## src/rtl/cascade_irq_ctrl.sv

```systemverilog
module cascade_irq_ctrl #(
  parameter int unsigned    AW          = 16,
  parameter logic [AW-1:0]  MASTER_PORT = 'h020,
  parameter logic [AW-1:0]  SLAVE_PORT  = 'h0A0,
  parameter logic [AW-1:0]  TRIG_PORT   = 'h4D0,
  parameter logic [7:0]     TRIG_MASK_M = 8'hF8,
  parameter logic [7:0]     TRIG_MASK_S = 8'hDE
) (
  input  logic          clk,
  input  logic          rst_n,
  input  logic [15:0]   irq_in,
  input  logic          bus_wr,
  input  logic          bus_rd,
  input  logic [AW-1:0] bus_addr,
  input  logic [1:0]    bus_size,
  input  logic [7:0]    bus_wdata,
  output logic [7:0]    bus_rdata,
  output logic          bus_hit,
  input  logic          inta,
  output logic [7:0]    int_vec,
  output logic          int_req
);

  logic [7:0] irr [2];
  logic [7:0] imr [2];
  logic [7:0] isr [2];
  logic [7:0] lst [2];
  logic [7:0] trig [2];
  logic [2:0] padd [2];
  logic [4:0] base [2];
  logic [1:0] ist [2];
  logic       i4 [2];
  logic       aeoi [2];
  logic       rsel [2];

  function automatic logic [3:0] best(input logic [7:0] m, input logic [2:0] add);
    best = 4'd8;
    for (int p = 7; p >= 0; p--)
      if (m[3'(p) + add]) best = 4'(p);
  endfunction

  logic [3:0] pr [2];
  logic [3:0] cu [2];
  logic       ok [2];
  logic [2:0] ln [2];
  logic [7:0] lvl [2];
  logic [7:0] rise [2];
  logic [7:0] ack [2];
  logic [7:0] irr_nx [2];
  logic [7:0] isr_nx [2];

  always_comb begin
    for (int i = 0; i < 2; i++) begin
      pr[i]   = best(irr[i] & ~imr[i], padd[i]);
      cu[i]   = best(isr[i], padd[i]);
      ok[i]   = pr[i] < cu[i];
      ln[i]   = pr[i][2:0] + padd[i];
      lvl[i]  = irq_in[8*i +: 8];
      rise[i] = lvl[i] & ~lst[i];
    end
    rise[0][2] = ok[1];
    ack[0] = (inta && ok[0]) ? (8'd1 << ln[0]) : 8'd0;
    ack[1] = (inta && ok[0] && ln[0] == 3'd2 && ok[1]) ? (8'd1 << ln[1]) : 8'd0;
    for (int i = 0; i < 2; i++) begin
      irr_nx[i] = ((((irr[i] | rise[i]) & ~trig[i]) | (lvl[i] & trig[i]))) & ~(ack[i] & ~trig[i]);
      isr_nx[i] = aeoi[i] ? isr[i] : (isr[i] | ack[i]);
    end
  end

  always_comb begin
    if (!ok[0])              int_vec = {base[0], 3'd7};
    else if (ln[0] == 3'd2)  int_vec = ok[1] ? {base[1], ln[1]} : {base[1], 3'd7};
    else                     int_vec = {base[0], ln[0]};
  end

  wire byte_ok = bus_size == 2'd0;
  wire hit_m   = bus_addr[AW-1:1] == MASTER_PORT[AW-1:1];
  wire hit_s   = bus_addr[AW-1:1] == SLAVE_PORT[AW-1:1];
  wire hit_t   = bus_addr[AW-1:1] == TRIG_PORT[AW-1:1];
  wire ctl_hit = hit_m | hit_s;
  wire ws      = hit_s;
  wire a0      = bus_addr[0];
  wire wr      = bus_wr && byte_ok;

  assign bus_hit = ctl_hit | hit_t;

  logic [2:0] eo;
  logic       eo_ok;
  logic [7:0] one_w, one_e;
  assign eo    = cu[ws][2:0] + padd[ws];
  assign eo_ok = cu[ws] != 4'd8;
  assign one_w = 8'd1 << bus_wdata[2:0];
  assign one_e = 8'd1 << eo;

  always_comb begin
    bus_rdata = 8'd0;
    if (bus_rd && byte_ok) begin
      if (hit_t)        bus_rdata = trig[a0];
      else if (ctl_hit) bus_rdata = a0 ? imr[ws] : (rsel[ws] ? isr[ws] : irr[ws]);
    end
  end

  always_ff @(posedge clk or negedge rst_n) begin
    if (!rst_n) begin
      int_req <= 1'b0;
      for (int i = 0; i < 2; i++) begin
        irr[i] <= '0; imr[i] <= '0; isr[i] <= '0; lst[i] <= '0; trig[i] <= '0;
        padd[i] <= '0; base[i] <= '0; ist[i] <= '0;
        i4[i] <= 1'b0; aeoi[i] <= 1'b0; rsel[i] <= 1'b0;
      end
    end else begin
      int_req <= ok[0];
      for (int i = 0; i < 2; i++) begin
        lst[i] <= lvl[i];
        irr[i] <= irr_nx[i];
        isr[i] <= isr_nx[i];
      end
      if (wr && ctl_hit && !a0) begin
        if (bus_wdata[4]) begin
          irr[ws] <= '0; lst[ws] <= '0; imr[ws] <= '0; isr[ws] <= '0;
          padd[ws] <= '0; base[ws] <= '0; rsel[ws] <= 1'b0; aeoi[ws] <= 1'b0;
          ist[ws] <= 2'd1;
          i4[ws]  <= bus_wdata[0];
        end else if (bus_wdata[3]) begin
          if (bus_wdata[1]) rsel[ws] <= bus_wdata[0];
        end else begin
          case (bus_wdata[7:5])
            3'd1, 3'd5: if (eo_ok) begin
              isr[ws] <= isr_nx[ws] & ~one_e;
              if (bus_wdata[7]) padd[ws] <= eo + 3'd1;
            end
            3'd3: isr[ws] <= isr_nx[ws] & ~one_w;
            3'd6: padd[ws] <= bus_wdata[2:0] + 3'd1;
            3'd7: begin
              padd[ws] <= bus_wdata[2:0] + 3'd1;
              isr[ws]  <= isr_nx[ws] & ~one_w;
            end
            default: ;
          endcase
        end
      end
      if (wr && ctl_hit && a0) begin
        case (ist[ws])
          2'd0: imr[ws] <= bus_wdata;
          2'd1: begin base[ws] <= bus_wdata[7:3]; ist[ws] <= 2'd2; end
          2'd2: ist[ws] <= i4[ws] ? 2'd3 : 2'd0;
          default: begin aeoi[ws] <= bus_wdata[1]; ist[ws] <= 2'd0; end
        endcase
      end
      if (wr && hit_t)
        trig[a0] <= bus_wdata & (a0 ? TRIG_MASK_S : TRIG_MASK_M);
    end
  end

endmodule

```

## config.mk

```make
export PLATFORM = sky130hd
export DESIGN_NAME = cascade_irq_ctrl
export DESIGN_NICKNAME = d
export VERILOG_FILES = /design/src/rtl/cascade_irq_ctrl.sv
export SDC_FILE = /design/constraint.sdc
export NUM_CORES = 1
export LEC_CHECK = 0
export CAP_MARGIN = 20
export CORE_ASPECT_RATIO = 0.6
export CORE_MARGIN = 2
export CORE_UTILIZATION = 59
export DETAILED_ROUTE_END_ITERATION = 16
export DONT_BUFFER_PORTS = 1
export GPL_TIMING_DRIVEN = 0
export HOLD_SLACK_MARGIN = 0.03
export PLACE_DENSITY = 0.75
export SETUP_SLACK_MARGIN = 0.3
export SYNTH_ARGS = -nofsm -noshare
export SYNTH_HDL_FRONTEND = slang
export SYNTH_SLANG_ARGS = --single-unit
```

## constraint.sdc

```tcl
create_clock -name clk -period 6 [get_ports clk]
set_clock_uncertainty 0.05 [all_clocks]
set_input_delay 0.6 -clock clk [delete_from_list [all_inputs] [get_ports clk]]
set_output_delay 0.6 -clock clk [all_outputs]
set_load 0.005 [all_outputs]
```

==> out/qor.txt <==
Max Root-Sink Buffers - 2
Post-synth EDFFs - 0
Peak Freq - 180 MHz
Initial DRC Count - 985
vias in the first global route - 7,813
gr usage total - 37.6%
max-cap violations - 0
critical path capture point type - output pin
final setup TNS - 0 ps
CP cell instances - clkbuf_4, inv_2, ha_4, buf_6, buf_8, mux4_2, or4b_2, nor3b_2, ha_1, a21o_1, a21o_1, or3_1, o22a_4, nor4_1, o21ai_0
Hold Crit Class - in2async
Synth cell types - 75
P per Cell Area - 195 nW/µm²
FF+latch area - 2600 µm²
DP HPWL - 22,100 µm
NetSw - 648 µW
crit-path max FO - 10
post-layout util - 65.8%
clk_lat worst skew - 370 ps
Die ar. - 15,700 µm²
WL/cell - 24.3 µm
Yosys reg bits - 104
RSZ-0062 raised after global routing - no
initial antenna violation count - 0
die boundary height - 98.0 µm
Async SR Flop Fraction - 100%
Worst-path clk slew - 90 ps
Final Slew Violations - 0
Synth Flop Type - dfrtp_1
Crit Path Class - reg2out
overall power - 1.85 mW
most used cell, CP - a21o_1
Synth Area per Inst - 8.86 µm²
cell row count - 34
synth top area cells - dfrtp_1 30%, mux4_2 9.1%, mux2i_1 5.5%, mux2_2 5.2%, nand2_1 4.8%
Synth area leader - dfrtp_1
Seq/Total Area, Yosys - 30.0%
worst stage delay on the critical path - 670 ps
Starting Density - 60.2%
Core Box Area - 14,400 µm²
critical path required time - 5350 ps
TritonCTS clock tree - built
Setup Viol. Count Final - 0
final WL - 29,200 µm
number of hold violations in the final report - 0
Post-Syn Area - 8690 µm²
minimum clock period - 5560 ps
layout cells sized above 1 - 15.2%
Max stage delay cell, worst path - or4b_2
Clk pwr share - 34.4%
final instance area - 9490 µm²
synthesized net count - 1,055
# fillers - 1,214
chip width - 161 µm
clock root buffer master - clkbuf_16
Pre-antenna DRT Iters - 5
H-tree depth - 3
Leakage - 3.81 nW
worst vdd ir - 0.135 mV
Placed Area - 8950 µm²
final period utilization - 92.6%
Clock Sinks - 104
Pint - 1.20 mW
global-route wire length before repair - 45,100 µm
area of the multi-input gates - 5770 µm²
Mapped Cells - 980
Gate power share - 24.7%
total vias in the final route - 8,224
Syn-to-layout area delta - 9.26%
critical path launch point type - flop
Worst-Margin Slew - 855 ps
Ant. Diodes - 0
Post-route DRC - 0
TritonCTS Buffers - 9
Port Buffers - 0
Nets - 1,071
RePlAce Congestion - 0.990
Ys Warns - 0
largest net degree at the start of global routing - 105
share of the synthesized area in the top cell type - 30.0%
DR vias/cell - 6.86
power share of the sequential group - 40.9%
worst path arrival time - 4910 ps
post-route ant nets - 0
GR Overflow Total - 0
Net Sw Frac - 35.1%
I/O pins - 65
Slew HR - 43.0%
status - completed
[Yosys cell counts, drive strengths merged (4+ instances only)]
master / number
a211oi: 22
a21boi: 8
a21o: 8
a21oi: 74
a22o: 6
a31oi: 6
a41oi: 7
and2: 18
and3: 7
buf: 18
clkbuf: 52
dfrtp: 104
ha: 25
inv: 38
mux2: 40
mux2i: 48
mux4: 35
nand2: 110
nand2b: 12
nand3: 31
nor2: 60
nor2b: 39
nor3: 16
nor4: 14
nor4b: 5
nor4bb: 7
o211a: 4
o211ai: 9
o21a: 5
o21ai: 59
or2: 8
or4: 9
xnor2: 9
xor2: 6
[registers in the layout (all words and copies together), names as in the netlist, named ones only]
register	count
irr	16
isr	16
lst	15
imr	14
trig	14
base	8
padd	6
ist	4
aeoi	2
i4	2
rsel	2
int_req	1
[power by group through the flow]
stage	logic (mW)	registers [mW]	clock network, mW
floorplan	0.290	0.756	0
global placement	0.394	0.766	0
detailed placement	0.400	0.767	0
CTS	0.435	0.753	0.632
global route	0.489	0.758	0.658
finish	0.456	0.755	0.635
[critical path, delay by kind of cell, from the launching register on]
kind            cells  cell delay (ps)
flops               1              400
buf+inv             4              620
mux                 1              530
compound gates      4              890
fa+ha+maj           2              630
simple gates        4             1450
[path summary, 6_finish.rpt]
check | endpoint | depth (start not counted) | slack (ps) | startpoint
min in group clk | imr[5]$_DFF_PN0_ | 2 | 300 | bus_wdata[5]
worst max-delay path | int_vec[1] | 15 | 440 | padd[0]$_DFFE_PN0P_
max in group asynchronous | irr[11]$_DFF_PN0_ | 1 | 5370 | rst_n
worst min-delay path | isr[1]$_DFF_PN0_ | 1 | 80 | rst_n
worst min register to register | base[9]$_DFF_PN0_ | 2 | 450 | base[9]$_DFF_PN0_
worst max register to register | isr[2]$_DFF_PN0_ | 17 | 460 | padd[0]$_DFFE_PN0P_
[timing repair]
item,CTS,global route
setup endpoints to repair,41,22
hold buffers,1,0
gates resized for setup,25,18
pin swaps,2,1
hold endpoints to repair,104,0
setup buffers,2,1
[cells in the final DEF, fill, tap and decap left out, types with 8 or more instances in the layout]
cell | synthesis | routed
a211oi_1 | 22 | 20
a21boi_0 | 8 | 8
a21o_1 | 8 | 8
a21oi_1 | 73 | 73
and2_1 | 18 | 18
clkbuf_1 | 52 | 48
clkbuf_16 | 0 | 9
dfrtp_1 | 104 | 103
ha_1 | 25 | 24
inv_1 | 36 | 36
mux2_2 | 40 | 40
mux2i_1 | 48 | 48
mux4_2 | 35 | 35
nand2_1 | 110 | 109
nand2b_1 | 12 | 12
nand3_1 | 31 | 31
nor2_1 | 60 | 59
nor2b_1 | 39 | 39
nor3_1 | 16 | 15
nor4_1 | 13 | 13
o211ai_1 | 9 | 9
o21ai_0 | 58 | 58
or2_2 | 8 | 8
or4_1 | 9 | 9
[layer usage]
layer  vias to the layer above  GRT usage [%]  part of all wire [%]
met4                         2           9.42                   2.1
met2                       527           50.2                    39
met3                        56           15.2                    15
li1                       3611              -                     -
met1                      4028           56.2                    44
met5                         -           3.03                  0.13
[cell type report]
class                   instances  share of cell area, %
plain buffers                  70                   3.52
repair buffers                  5                  0.633
flip-flops and latches        104                   27.4
inverters                      40                   1.63
well taps                     198                   2.61
clock inverters                 7                   1.02
clock buffers                   9                   2.37
multi-input cells             766                   60.8
[metrics by stage]
step / worst slack [ps] / instances / hold slack [ps]
2_1_floorplan: 407 / 980 / 254
3_3_place_gp: -1170 / 1178 / 258
3_5_place_dp: -1290 / 1179 / 258
4_1_cts: 299 / 1198 / 137
5_1_grt: 307 / 1199 / 137
6_report: 444 / 1199 / 79.6
[cell families (layout without fill, tap and decap cells)]
kind of cell / after synthesis / after routing / synth area share (%)
buffers and inverters: 110 / 131 / 5.09
XOR/XNOR: 15 / 15 / 1.51
adder cells (fa/ha/maj): 28 / 28 / 4.29
multiplexers: 123 / 123 / 19.8
AO/OA/AOI/OAI: 243 / 243 / 18.0
AND/OR/NAND/NOR: 357 / 357 / 21.4
flip-flops: 104 / 104 / 30.0
No activity file was read; power rests on OpenSTA's default activity.
